[src/rtl/nand_dec_pkg.sv]
package nand_dec_pkg;
  typedef enum logic [1:0] {
    CYC_NONE = 2'd0,
    CYC_CMD  = 2'd1,
    CYC_ADDR = 2'd2,
    CYC_DATA = 2'd3
  } cyc_e;
endpackage

[src/rtl/nand_in_sync.sv]
module nand_in_sync #(
  parameter int unsigned W      = 8,
  parameter int unsigned STAGES = 2,
  parameter logic [W-1:0] RST_VAL = '0
) (
  input  logic         clk_i,
  input  logic         rst_ni,
  input  logic [W-1:0] d_i,
  output logic [W-1:0] q_o
);
  logic [W-1:0] stage_q [STAGES];

  for (genvar s = 0; s < STAGES; s++) begin : g_stage
    if (s == 0) begin : g_first
      always_ff @(posedge clk_i or negedge rst_ni) begin
        if (!rst_ni) stage_q[s] <= RST_VAL;
        else         stage_q[s] <= d_i;
      end
    end else begin : g_next
      always_ff @(posedge clk_i or negedge rst_ni) begin
        if (!rst_ni) stage_q[s] <= RST_VAL;
        else         stage_q[s] <= stage_q[s-1];
      end
    end
  end

  assign q_o = stage_q[STAGES-1];
endmodule

[src/rtl/nand_cycle_classify.sv]
module nand_cycle_classify
  import nand_dec_pkg::*;
(
  input  logic clk_i,
  input  logic rst_ni,
  input  logic we_n_s_i,
  input  logic ce_n_s_i,
  input  logic cle_s_i,
  input  logic ale_s_i,
  input  logic re_n_s_i,
  output cyc_e cyc_o
);
  logic we_n_d_q;
  logic strobe;

  always_ff @(posedge clk_i or negedge rst_ni) begin
    if (!rst_ni) we_n_d_q <= 1'b1;
    else         we_n_d_q <= we_n_s_i;
  end

  assign strobe = we_n_s_i & ~we_n_d_q;

  always_comb begin
    cyc_o = CYC_NONE;
    if (strobe && !ce_n_s_i && re_n_s_i) begin
      unique case ({cle_s_i, ale_s_i})
        2'b10:   cyc_o = CYC_CMD;
        2'b01:   cyc_o = CYC_ADDR;
        2'b00:   cyc_o = CYC_DATA;
        default: cyc_o = CYC_NONE; // both latches high: ignored
      endcase
    end
  end
endmodule

[src/rtl/nand_addr_collect.sv]
module nand_addr_collect
  import nand_dec_pkg::*;
#(
  parameter int unsigned DATA_W      = 8,
  parameter int unsigned ADDR_CYCLES = 3,
  localparam int unsigned ADDR_W     = DATA_W * ADDR_CYCLES,
  localparam int unsigned CNT_W      = $clog2(ADDR_CYCLES + 1)
) (
  input  logic              clk_i,
  input  logic              rst_ni,
  input  cyc_e              cyc_i,
  input  logic [DATA_W-1:0] byte_i,
  output logic              complete_o,
  output logic              done_o,
  output logic              err_o,
  output logic [ADDR_W-1:0] addr_o
);
  logic [CNT_W-1:0]  cnt_q;
  logic [ADDR_W-1:0] addr_q;
  logic              done_q, err_q;
  logic              room;

  assign room       = (cnt_q < CNT_W'(ADDR_CYCLES));
  assign complete_o = (cyc_i == CYC_ADDR) && (cnt_q == CNT_W'(ADDR_CYCLES - 1));

  always_ff @(posedge clk_i or negedge rst_ni) begin
    if (!rst_ni) begin
      cnt_q  <= '0;
      addr_q <= '0;
      done_q <= 1'b0;
      err_q  <= 1'b0;
    end else begin
      done_q <= 1'b0;
      err_q  <= 1'b0;
      if (cyc_i == CYC_CMD) begin
        cnt_q <= '0;
      end else if (cyc_i == CYC_ADDR) begin
        if (room) begin
          addr_q[int'(cnt_q)*DATA_W +: DATA_W] <= byte_i;
          cnt_q  <= cnt_q + 1'b1;
          done_q <= complete_o;
        end else begin
          err_q <= 1'b1;
        end
      end
    end
  end

  assign done_o = done_q;
  assign err_o  = err_q;
  assign addr_o = addr_q;
endmodule

[src/rtl/nand_data_stream.sv]
module nand_data_stream
  import nand_dec_pkg::*;
#(
  parameter int unsigned DATA_W = 8,
  parameter int unsigned COL_W  = 9
) (
  input  logic              clk_i,
  input  logic              rst_ni,
  input  cyc_e              cyc_i,
  input  logic [DATA_W-1:0] byte_i,
  input  logic              col_clr_i,
  output logic              valid_o,
  output logic [DATA_W-1:0] data_o,
  output logic [COL_W-1:0]  col_o
);
  logic [COL_W-1:0]  next_col_q;
  logic [COL_W-1:0]  col_q;
  logic [DATA_W-1:0] data_q;
  logic              valid_q;

  always_ff @(posedge clk_i or negedge rst_ni) begin
    if (!rst_ni) begin
      next_col_q <= '0;
      col_q      <= '0;
      data_q     <= '0;
      valid_q    <= 1'b0;
    end else begin
      valid_q <= 1'b0;
      if (col_clr_i) begin
        next_col_q <= '0;
      end else if (cyc_i == CYC_DATA) begin
        valid_q    <= 1'b1;
        data_q     <= byte_i;
        col_q      <= next_col_q;
        next_col_q <= next_col_q + 1'b1; // wraps at 2**COL_W
      end
    end
  end

  assign valid_o = valid_q;
  assign data_o  = data_q;
  assign col_o   = col_q;
endmodule

[src/rtl/nand_bus_decoder.sv]
module nand_bus_decoder
  import nand_dec_pkg::*;
#(
  parameter int unsigned DATA_W      = 8,
  parameter int unsigned ADDR_CYCLES = 3,
  parameter int unsigned COL_W       = 9,
  parameter int unsigned SYNC_STAGES = 2,
  localparam int unsigned ADDR_W     = DATA_W * ADDR_CYCLES,
  localparam int unsigned PAD_W      = DATA_W + 5
) (
  input  logic              clk_i,
  input  logic              rst_ni,
  input  logic              ce_n_i,
  input  logic              cle_i,
  input  logic              ale_i,
  input  logic              re_n_i,
  input  logic              we_n_i,
  input  logic [DATA_W-1:0] io_i,
  output logic              cmd_valid_o,
  output logic [DATA_W-1:0] cmd_o,
  output logic              addr_done_o,
  output logic [ADDR_W-1:0] addr_o,
  output logic              proto_err_o,
  output logic              data_valid_o,
  output logic [DATA_W-1:0] data_o,
  output logic [COL_W-1:0]  col_o
);
  // pad vector: {ce_n, cle, ale, re_n, we_n, io}; idle levels on reset
  localparam logic [PAD_W-1:0] PAD_IDLE = {1'b1, 1'b0, 1'b0, 1'b1, 1'b1, {DATA_W{1'b0}}};

  logic [PAD_W-1:0]  pad_s;
  logic [DATA_W-1:0] io_s;
  logic              ce_n_s, cle_s, ale_s, re_n_s, we_n_s;
  cyc_e              cyc;
  logic              addr_complete;
  logic              cmd_valid_q;
  logic [DATA_W-1:0] cmd_q;

  nand_in_sync #(
    .W      (PAD_W),
    .STAGES (SYNC_STAGES),
    .RST_VAL(PAD_IDLE)
  ) u_sync (
    .clk_i (clk_i),
    .rst_ni(rst_ni),
    .d_i   ({ce_n_i, cle_i, ale_i, re_n_i, we_n_i, io_i}),
    .q_o   (pad_s)
  );

  assign {ce_n_s, cle_s, ale_s, re_n_s, we_n_s, io_s} = pad_s;

  nand_cycle_classify u_classify (
    .clk_i   (clk_i),
    .rst_ni  (rst_ni),
    .we_n_s_i(we_n_s),
    .ce_n_s_i(ce_n_s),
    .cle_s_i (cle_s),
    .ale_s_i (ale_s),
    .re_n_s_i(re_n_s),
    .cyc_o   (cyc)
  );

  always_ff @(posedge clk_i or negedge rst_ni) begin
    if (!rst_ni) begin
      cmd_valid_q <= 1'b0;
      cmd_q       <= '0;
    end else begin
      cmd_valid_q <= (cyc == CYC_CMD);
      if (cyc == CYC_CMD) cmd_q <= io_s;
    end
  end

  nand_addr_collect #(
    .DATA_W     (DATA_W),
    .ADDR_CYCLES(ADDR_CYCLES)
  ) u_addr (
    .clk_i     (clk_i),
    .rst_ni    (rst_ni),
    .cyc_i     (cyc),
    .byte_i    (io_s),
    .complete_o(addr_complete),
    .done_o    (addr_done_o),
    .err_o     (proto_err_o),
    .addr_o    (addr_o)
  );

  nand_data_stream #(
    .DATA_W(DATA_W),
    .COL_W (COL_W)
  ) u_data (
    .clk_i    (clk_i),
    .rst_ni   (rst_ni),
    .cyc_i    (cyc),
    .byte_i   (io_s),
    .col_clr_i(addr_complete),
    .valid_o  (data_valid_o),
    .data_o   (data_o),
    .col_o    (col_o)
  );

  assign cmd_valid_o = cmd_valid_q;
  assign cmd_o       = cmd_q;
endmodule

[config.mk]
export PLATFORM = sky130hd
export DESIGN_NAME = nand_bus_decoder
export DESIGN_NICKNAME = d
export VERILOG_FILES = /design/src/rtl/nand_dec_pkg.sv /design/src/rtl/nand_in_sync.sv /design/src/rtl/nand_cycle_classify.sv /design/src/rtl/nand_addr_collect.sv /design/src/rtl/nand_data_stream.sv /design/src/rtl/nand_bus_decoder.sv
export SDC_FILE = /design/constraint.sdc
export NUM_CORES = 1
export LEC_CHECK = 0
export ABC_AREA = 1
export ABC_CLOCK_PERIOD_IN_PS = 2560
export BUFFER_PORTS_ARGS = -buffer_cell sky130_fd_sc_hd__buf_2
export CORE_MARGIN = 4
export CORE_UTILIZATION = 50
export CTS_CLUSTER_DIAMETER = 120
export DETAILED_ROUTE_END_ITERATION = 8
export PLACE_DENSITY = 0.84
export SLEW_MARGIN = 20
export SYNTH_ARGS = -nofsm -noshare
export SYNTH_HDL_FRONTEND = slang
export SYNTH_SLANG_ARGS = --single-unit
[constraint.sdc]
create_clock -name clk_i -period 2.56 [get_ports clk_i]
set_input_delay 0 -clock clk_i [delete_from_list [all_inputs] [get_ports clk_i]]
set_output_delay 0 -clock clk_i [all_outputs]
set_load 0.02 [all_outputs]
# == Word-level counts from Yosys, hierarchy flattened ==
# Index checks and enable logic that the tools add are counted.
# op_classes
n_lt_le_gt_ge,1
add_sub_neg,3
div,0
shift,2
eq_ne,6
reduce_logical,11
n_mul,0
bitwise,4
muxes,16
# ops
op,n
negator 5 -> 34 bit,1
variable shift 8 x 34 -> 24 bit (first input constant),1
variable part select 8 x 34 -> 24 bit,1
bitwise mux 24 bit,1
2-to-1 mux 9 bit,2
adder 9 x 1 -> 9 bit (second input constant),1
== test 2 bit (second input constant),4
2-to-1 mux 1 bit,8
2-to-1 mux 2 bit,4
one-hot mux 2 bit (3 select lines),1
nonzero test 2 bit,3
== test 2 x 1 -> 1 bit (second input constant),2
AND reduction 2 bit,2
logical AND 1 bit,3
inverter 1 bit,3
AND reduction 3 bit,1
adder 2 x 1 -> 2 bit (second input constant),1
logical NOT 2 bit,1
less-than comparator 2 bit (second input constant),1
AND 1 bit,1
logical NOT 1 bit,1
# word_totals
input_bits,15
output_inout_bits,53
elab_cells,56
reg_bits,91
rom_bits,0
ram_bits,0
mem_count,0
latchBits,0

# == Depth between registers and ports, before layout ==
# Gate-level depths: netlist of run 1.
# depth
depth_word,10
mapped_depth,10
depth_no_buf,10

# == Cells and area by module ==
# A second synthesis of run 1 with hierarchy kept.
# unflattened
hier_cells,358
area_unflattened_um2,3684.8
# modules_own_cells
module,seq_area_each_um2,cells_each,n_inst,area_each_um2
nand_addr_collect,700.7,145,1,1345.0
nand_data_stream,675.6,130,1,1163.6
nand_in_sync,658.1,39,1,755.7
nand_bus_decoder,225.2,37,1,371.6
nand_cycle_classify,26.3,7,1,48.8

# == Worst setup path before layout of run 1 ==
# Ideal clock, no wire load.
# synth_path
path_kind,flip-flop to flip-flop
start,"reg u_sync.stage_q, in the netlist u_sync.q_o[8]"
end,reg u_addr.cnt_q[1]
path_stages_with_launch,9
setup_ns,0.083
setup_slack_ns,0.959
arrival_ns,1.518
synth_period_minus_slack_ns,1.601
n_path_buf,1
t_required_ns,2.477
path_cell_list,dfstp_2 nand3_1 nor2_1 inv_1 ha_1 inv_1 clkbuf_1 nand3_1 o21ai_0
# synth_between
elab_chain_len,7
word_cells_on_any_way,10
classes_between,2 x eq/ne; 2 x mux; 1 x bitwise; 5 x reduce/logical
# synth_rtl
element,line,text
start: declaration,nand_in_sync.sv:11,logic [W-1:0] stage_q [STAGES];
start signal: indexed assignment,nand_in_sync.sv:22,else stage_q[s] <= stage_q[s-1];
AND 1 bit (*),nand_cycle_classify.sv:21,assign strobe = we_n_s_i & ~we_n_d_q;
logical AND 1 bit (*) (2 in series),nand_cycle_classify.sv:25,if (strobe && !ce_n_s_i && re_n_s_i) begin
2-to-1 mux 2 bit (*),nand_cycle_classify.sv:25,
== test 2 x 1 -> 1 bit / == test 2 bit (equally long branches),"nand_addr_collect.sv:35, nand_addr_collect.sv:37",
nonzero test 2 bit (no line),-,
AND reduction 2 bit (no line),-,
end signal: assignment,nand_addr_collect.sv:40,cnt_q <= cnt_q + 1'b1;
end: declaration,nand_addr_collect.sv:18,logic [CNT_W-1:0] cnt_q;
# Every way passes the cells marked *; elsewhere a longest branch is shown, timed or not.
# A chain may end at the register's enable or synchronous reset.

# == Worst setup path in the final report of run 1 ==
# Same ends and word-level chain as after synthesis.

==> run summary, run 1 <==
Outcome = completed
Std cell rows = 30
Reg2Reg Setup Slack = 470 ps
Vias per inst = 5.02
First-pass GRT wire length = 11.5 mm
# clock sinks = 91
Setup violators final = 0
Synth Register Bits = 91
Antenna violations before repair = 0
Worst skew pair latency = 350 ps
Crit-path most repeated cell = nand3_1
Cells after Synth = 341
Synthesized area = 3500 sq um
Pleak = 2.36 nW
Critical path startpoint = u_sync.q_o[8]
Fin. max-slew vios = 0
Worst reg2reg path depth = 7
Clk_skew = 9.05 ps
Layout cells sized above 1 = 23.3%
Critical path capture point type = flop
Final non-filler cell total = 525
Critical Path Fanout Max = 12
Final Power = 3.50 mW
Total CTS buffers = 9
Hold Worst Slack = 274 ps
Fillers = 536
Drt first-iter violations = 144
DR vias = 2636
Io pins = 68
PortBufs = 67
Crit path launch type = flop
# diodes = 0
Setup TNS = 0 ps
Detail Route Antenna Nets = 0
Final Core Density = 63.3%
Final global-route overflow total = 0
CTS tree = built
Area grow syn2layout = 22.8%
Worst path top cell family by delay = flip-flops
CP max-delay cell = dfstp_2
Die Area = 8400 sq um
Kind of critical path = flop to flop
Core Region = 6790 sq um
Vias in the first global route = 2407
Dpl hpwl = 4.67 mm
H-Tree Level Count = 3
Routed WL = 7.00 mm
Area contributors post-synth = dfrtp_1, nand2_1, dfstp_2
Area share of the largest cell type after synthesis = 60.1%
PwrDens = 814 nW/um^2
Total track usage = 17.3%
Worst Hold Class = input port to async pin
Max_slew headroom = 48.3%
Bufs and invs on worst path = 1
Die Y = 91.7 um
GP Congestion = 0.807
Yosys top cell by area = dfrtp_1
Chip Width = 91.7 um
Worst Path Required = 2830 ps
Largest net degree at the start of global routing = 92
Nets = 450
Placed Cells = 495
CTS root buf = clkbuf_8
Avg Inst Size Synth = 10.3 sq um
Unrepaired setup endpoints after global routing = no
Post-CTS sizing = 0
Fmax = 0.478 GHz
Worst VDD drop = 0.000479 V
Reg-to-Reg Start = u_sync.q_o[8]
Most common cell after layout, fill and taps aside = nand2_1
Slowest cell delay on critical path = 540 ps
Most frequent cells in the layout = nand2_1, dfrtp_1, buf_2
Synth Net Count = 367
Wire length per cell = 13.3 um
Crit path DAT = 2360 ps
Worst slew pin tran = 775 ps
Starting density of the core = 51.5%
Syn. warnings = 0
Clk buf depth = 2
Clk pin slew, worst setup/hold paths = 80 ps
FF-to-FF End = u_addr.cnt_q[1]
First-pass detailed-route iteration total = 5
Final Hold Fails = 0
Sequential share of the synthesized area = 65.3%
Drc violations = 0
Min Clock Period, post-route = 2090 ps
Max_cap viols = 0
Period Utilization, post-route = 81.7%
Yosys cell types = 23
Crit path cell chain = nand3_1 > nor2_1 > ha_1 > inv_1 > a21oi_1 > nand3_1 > o21ai_0
## synthesized netlist by cell type, drive strengths merged
cell / n
nor3: 1
nand3: 21
nand4: 16
nand2: 106
clkbuf: 3
a21oi: 6
a211oi: 1
buf: 7
dfrtp: 84
nor3b: 1
o21ai: 33
dfstp: 7
nor2: 22
ha: 11
inv: 22
## worst max path at each step
stage,endpoint,slack [ps],cells past startpoint
global route,u_addr.cnt_q[0],210,7
global placement,u_addr.cnt_q[1],580,7
finish,u_addr.cnt_q[1],470,7
floorplan,u_addr.cnt_q[1],960,8
detailed placement,u_addr.cnt_q[1],510,7
CTS,u_addr.cnt_q[1],470,7
## metal layers
layer	vias to the layer above	track usage [%]	part of all wire, %
met5	-	0	0
met4	0	7.29	1.6
met3	12	3.61	6.6
met2	108	26.5	47
met1	1237	24.2	45
li1	1279	-	-
## what timing repair did
action,in CTS,in global routing
setup buffers,0,0
hold endpoints to repair,97,0
hold buffers,14,0
## through the flow
step	cell area, sq um	worst slack, ps
2_1_floorplan	3500	959
3_3_place_gp	3910	577
3_5_place_dp	3910	515
4_1_cts	4300	471
5_1_grt	4300	213
6_report	4300	469
## cell families (layout without fill, tap and decap cells)
| group | Yosys count | count (layout) | synth area share (%) |
|---|---|---|---|
| AO/OA/AOI/OAI | 40 | 40 | 5.79 |
| adder cells (fa/ha/maj) | 11 | 11 | 3.93 |
| AND/OR/NAND/NOR | 167 | 167 | 21.0 |
| buffers and inverters | 32 | 120 | 3.97 |
| flip-flops | 91 | 91 | 65.3 |
## state kept, by name, summed over array words and instances (netlist names)
register	flops
cmd_o	8
cmd_valid_o	1
u_addr.addr_o	24
u_addr.cnt_q	2
u_addr.done_o	1
u_addr.err_o	1
u_classify.we_n_d_q	1
u_data.col_o	9
u_data.data_o	8
u_data.next_col_q	9
u_data.valid_o	1
u_sync.q_o	13
u_sync.stage_q	13
## layout make-up
class / count / area (sq um) / share of cell area (%)
Clock buffer: 9 / 124 / 2.88
Clock inverter: 7 / 123 / 2.85
Inverter: 22 / 82.6 / 1.92
Multi-Input combinational cell: 218 / 1070 / 25.0
Sequential cell: 91 / 2290 / 53.2
Tap cell: 96 / 120 / 2.79
Timing Repair Buffer: 82 / 489 / 11.4
## power breakdown
part	switching [mW]	total, mW	leakage (nW)	internal, mW
registers	0.0913	1.65	1.18	1.56
logic	0.497	0.689	1.06	0.192
clock network	0.502	1.16	0.116	0.655
Note: power is estimated with default switching activity, not from simulation.
==> run 2: changes to the inputs <==
--- a/config.mk
+++ b/config.mk
@@ -6,7 +6,7 @@
 export NUM_CORES = 1
 export LEC_CHECK = 0
 export ABC_AREA = 1
-export ABC_CLOCK_PERIOD_IN_PS = 2560
+export ABC_CLOCK_PERIOD_IN_PS = 2000
 export BUFFER_PORTS_ARGS = -buffer_cell sky130_fd_sc_hd__buf_2
 export CORE_MARGIN = 4
 export CORE_UTILIZATION = 50
==> constraint.sdc (replaced) <==
create_clock -name clk_i -period 2 [get_ports clk_i]
set_input_delay 0 -clock clk_i [delete_from_list [all_inputs] [get_ports clk_i]]
set_output_delay 0 -clock clk_i [all_outputs]
set_load 0.02 [all_outputs]
==> run 2 against run 1 <==
Utilization hardly changed. Critical path depth stayed put. Die area stayed put. Final area hardly changed. Final cell count is 0.95% higher. Sequential power is 28% higher. Wire length is 1.7% higher. Clock skew is 2.4 ps higher. Worst setup slack worse by 360 ps. Register-to-register slack worse by 360 ps. Fmax is 11% higher. Largest power group unchanged.
==> run summary, run 2 (synthesized netlist as in run 1, its figures left out) <==
Wire length per cell = 13.4 um
Detail Route Antenna Nets = 0
GR Util met1 = 24.4%
Seq pwr share = 50.3%
Io pins = 68
Clk pin slew, worst setup/hold paths = 100 ps
Layout cells sized above 1 = 24.2%
PortBufs = 67
Clk pwr share = 28.3%
Vias in the first global route = 2448
Worst skew pair latency = 370 ps
First-pass detailed-route iteration total = 4
Met3 usage = 4.92%
Worst path top cell family by delay = simple AND/OR/NAND/NOR gates
Final global-route overflow total = 0
Fillers = 565
FF-to-FF End = u_addr.addr_o[0]
Clk_skew = 11.5 ps
Setup slack after layout = 113 ps
Internal power = 2.75 mW
Unrepaired setup endpoints after global routing = yes
Slowest cell delay on critical path = 540 ps
Setup violators final = 0
Chip Width = 91.7 um
Total track usage = 17.8%
Total CTS buffers = 9
Routed WL = 7.12 mm
Reg-to-Reg Start = u_sync.q_o[8]
Critical Path Fanout Max = 27
# diodes = 0
Crit path launch type = flop
Period Utilization, post-route = 94.3%
Worst VDD drop = 0.000721 V
Drc violations = 0
Kind of critical path = flop to flop
Max_cap viols = 0
Reg2Reg Setup Slack = 110 ps
Area grow syn2layout = 22.9%
Final Hold Fails = 0
CTS tree = built
Max_slew headroom = 63.3%
Worst Hold Class = input port to async pin
Worst reg2reg path depth = 7
Pleak = 2.37 nW
Final non-filler cell total = 530
Most common cell after layout, fill and taps aside = nand2_1
Clk buf depth = 2
Crit path DAT = 2190 ps
Dpl hpwl = 4.78 mm
PwrDens = 976 nW/um^2
CP max-delay cell = dfstp_2
Worst slew pin tran = 550 ps
Outcome = completed
Bufs and invs on worst path = 0
Hold Worst Slack = 163 ps
Starting density of the core = 51.5%
Worst Path Required = 2300 ps
First-pass GRT wire length = 11.8 mm
Antenna violations before repair = 0
Max FFs per register = 24
Std cell rows = 30
Drt first-iter violations = 154
Fmax = 0.530 GHz
Crit path cell chain = nand3_1 > nor2_1 > ha_1 > nand2_4 > nor2_2 > nand3_1 > nand2_1
Critical path capture point type = flop
Crit-path most repeated cell = nand3_1
Pre-CTS setup slack = 171 ps
Switching Fraction = 34.4%
Core Region = 6790 sq um
Met2 usage = 27.4%
Post-CTS sizing = 0
GP Congestion = 0.823
Die Area = 8400 sq um
Min Clock Period, post-route = 1890 ps
Fin. max-slew vios = 0
Gr busiest metal = met2
Nets = 455
Most frequent cells in the layout = nand2_1, dfrtp_1, buf_2
Placed Cells = 500
Largest net degree at the start of global routing = 48
H-Tree Level Count = 3
Die Y = 91.7 um
CTS root buf = clkbuf_8
DR vias = 2614
# clock sinks = 91
Psw = 1.44 mW
Vias per inst = 4.93
Logic gate share of total power = 21.4%
[run 2: changes by cell type in the layout (fill, tap and decap cells not counted)]
cell / before / now
buf_4: 1 / 5
bufinv_16: 3 / 0
buf_12: 0 / 2
clkinv_4: 0 / 2
clkinvlp_4: 2 / 0
inv_8: 0 / 2
buf_6: 1 / 0
inv_6: 2 / 3
[run 2: per-stage QoR]
| step | util (%) | TNS (ps) | power [mW] | area (sq um) |
|---|---|---|---|---|
| 3_5_place_dp | 58.5 | 0 | 3.02 | 3970 |
| 5_1_grt | 63.3 | -75.0 | 4.41 | 4300 |
| 4_1_cts | 63.3 | 0 | 4.22 | 4300 |
| 3_3_place_gp | 58.5 | 0 | 2.99 | 3970 |
| 2_1_floorplan | - | 0 | 2.75 | 3500 |
| 6_report | 63.3 | 0 | 4.20 | 4300 |
[run 2: how the worst max path moves through the flow]
stage | from | end | cells after the start
5_1_grt | u_sync.q_o[8] | u_addr.addr_o[13] | 7
3_5_place_dp | u_sync.q_o[8] | u_addr.addr_o[5] | 7
6_report | u_sync.q_o[8] | u_addr.addr_o[0] | 7
4_1_cts | u_sync.q_o[8] | u_addr.addr_o[0] | 7
2_1_floorplan | u_sync.q_o[8] | u_addr.cnt_q[1] | 8
3_3_place_gp | u_sync.q_o[8] | u_addr.addr_o[5] | 7
[run 2: what timing repair did]
action / 4_1_cts / 5_1_grt
hold endpoints to repair: 57 / 0
endpoints found under the setup margin: 0 / 8
hold buffers: 14 / 0
buffers inserted: 0 / 0
[run 2: power by group through the flow]
stage	Sequential, mW	Clock [mW]	Combinational, mW
6_report	2.11	1.19	0.899
5_1_grt	2.13	1.30	0.985
4_1_cts	2.11	1.21	0.903
3_5_place_dp	2.15	0	0.878
3_3_place_gp	2.14	0	0.847
2_1_floorplan	2.26	0	0.485
[run 2: layout make-up]
| cell class | count | area (sq um) | share of cell area, % |
|---|---|---|---|
| clock inverters | 7 | 66.3 | 1.54 |
| multi-input cells | 218 | 1070 | 25.0 |
| inverters | 22 | 82.6 | 1.92 |
| clock buffers | 9 | 124 | 2.88 |
| flip-flops and latches | 91 | 2290 | 53.1 |
| repair buffers | 87 | 548 | 12.7 |
| well taps | 96 | 120 | 2.79 |
[run 2: metal layers]
layer / wire length [um] / share of wire [%] / up-vias
met3: 539 / 7.6 / 7
met2: 3460 / 49 / 86
met4: 96 / 1.3 / 0
li1: - / - / 1284
met1: 3020 / 42 / 1237
met5: 0 / 0 / -
==> run 3: changes to the inputs <==
--- a/config.mk
+++ b/config.mk
@@ -12,7 +12,7 @@
 export CORE_UTILIZATION = 50
 export CTS_CLUSTER_DIAMETER = 120
 export DETAILED_ROUTE_END_ITERATION = 8
-export PLACE_DENSITY = 0.84
+export PLACE_DENSITY = 0.73
 export SLEW_MARGIN = 20
 export SYNTH_ARGS = -nofsm -noshare
 export SYNTH_HDL_FRONTEND = slang
==> run 3 against run 2 <==
Worst setup slack better by 21 ps. Clock-buffer cell count up 1. Sequential power about the same. Critical path depth grew 1. Die area unchanged. Clock skew decreased by 2.2 ps.
==> run summary, run 3 (synthesized netlist as in run 1, its figures left out) <==
Fin. max-slew vios = 0
Max FFs per register = 24
Fmax = 0.536 GHz
Die Y = 91.7 um
Vias per inst = 4.90
Crit path DAT = 2160 ps
Setup violators final = 0
Psw = 1.38 mW
Final instance area = 4330 sq um
Unrepaired setup endpoints after global routing = no
PwrDens = 988 nW/um^2
Final global-route overflow total = 0
Chip Width = 91.7 um
CTS root buf = clkbuf_8
GP Congestion = 0.898
Switching Fraction = 32.4%
Drc violations = 0
H-Tree Level Count = 3
Antenna violations before repair = 0
Routed WL = 7.15 mm
Pleak = 2.38 nW
Std cell rows = 30
Final Hold Fails = 0
Vias in the first global route = 2461
Reg2Reg Setup Slack = 130 ps
Worst VDD drop = 0.000749 V
Drt first-iter violations = 80
Area after DPL = 3970 sq um
First-pass GRT wire length = 11.7 mm
Setup slack after layout = 134 ps
PortBufs = 67
Critical path startpoint = u_sync.q_o[8]
Worst Hold Class = input port to async pin
Max_cap viols = 0
Detail Route Antenna Nets = 0
Final Power = 4.28 mW
Area grow syn2layout = 23.6%
Crit path launch type = flop
Io pins = 68
Crit path to = u_addr.addr_o[22]
Starting density of the core = 51.5%
Largest net degree at the start of global routing = 50
Clk buf depth = 2
Outcome = completed
Clk_skew = 9.28 ps
Period Utilization, post-route = 93.3%
Seq pwr share = 49.4%
Total CTS buffers = 9
# clock sinks = 91
# diodes = 0
First-pass detailed-route iteration total = 4
Critical Path Fanout Max = 27
Worst reg2reg path depth = 8
Total track usage = 17.8%
Setup TNS = 0 ps
Wire length per cell = 13.4 um
Worst slew pin tran = 531 ps
Most frequent cells in the layout = nand2_1, dfrtp_1, buf_2
Clk pin slew, worst setup/hold paths = 90 ps
Worst skew pair latency = 350 ps
FF-to-FF End = u_addr.addr_o[22]
Worst Path Required = 2290 ps
Min Clock Period, post-route = 1870 ps
Kind of critical path = flop to flop
Most common cell after layout, fill and taps aside = nand2_1
Pre-CTS setup slack = 166 ps
Layout cells sized above 1 = 24.5%
Clk pwr share = 29.5%
Critical path capture point type = flop
Core Region = 6790 sq um
Nets = 457
Final Core Density = 63.7%
Internal power = 2.89 mW
Logic gate share of total power = 21.1%
Dpl hpwl = 4.83 mm
DR vias = 2607
Reg-to-Reg Start = u_sync.q_o[8]
CTS tree = built
Die Area = 8400 sq um
Setup bufs post-CTS = 0
Max_slew headroom = 64.6%
==> run 3: routing by layer <==
layer,vias up,wire (um),global-route usage (%)
met5,-,0,0
met4,0,167,8.54
met3,17,421,3.86
met2,79,3220,26.5
met1,1228,3330,24.9
li1,1283,-,-
==> run 3: critical path, stage by stage, from the launching register on <==
cell and delay (ps):
dfstp_2 530, nand3_1 90, nor2_1 140, buf_4 140, ha_1 180, nand2_4 170, nor2_2 300, nand4_1 160
nand2_1 90
==> run 3: cell type report <==
type / count / area [sq um]
tap: 96 / 120
clock buffer: 10 / 138
clock inverter: 6 / 68.8
inverter: 22 / 82.6
sequential: 91 / 2290
fill: 552 / 2470
timing repair buffer: 89 / 551
multi-input combinational: 218 / 1080
==> run 3: power by group through the flow <==
stage / Combinational, mW / Clock [mW] / Sequential, mW
after floorplan: 0.485 / 0 / 2.26
after global placement: 0.855 / 0 / 2.14
after detailed placement: 0.875 / 0 / 2.15
after CTS: 0.898 / 1.29 / 2.11
after global routing: 0.988 / 1.38 / 2.13
final: 0.902 / 1.26 / 2.11
==> run 3: what timing repair did <==
action,in CTS,in global routing
hold buffers,14,0
endpoints found under the hold margin,55,0
setup endpoints to repair,0,1
gates resized for setup,0,1
==> run 3: how the worst min path moves through the flow <==
stage | endpoint | slack [ps] | depth (start not counted)
after global routing | u_addr.addr_o[7] | 220 | 2
after detailed placement | u_addr.addr_o[7] | 20 | 1
final | u_addr.addr_o[4] | 160 | 2
after global placement | u_addr.addr_o[7] | 20 | 1
after floorplan | cmd_o[0] | -300 | 0
after CTS | u_addr.addr_o[7] | 180 | 2
==> run 3: through the flow <==
stage | instances | hold WS (ps)
floorplan | 341 | -296
global placement | 502 | 20.9
detailed placement | 502 | 19.4
CTS | 532 | 176
global route | 532 | 216
finish | 532 | 158
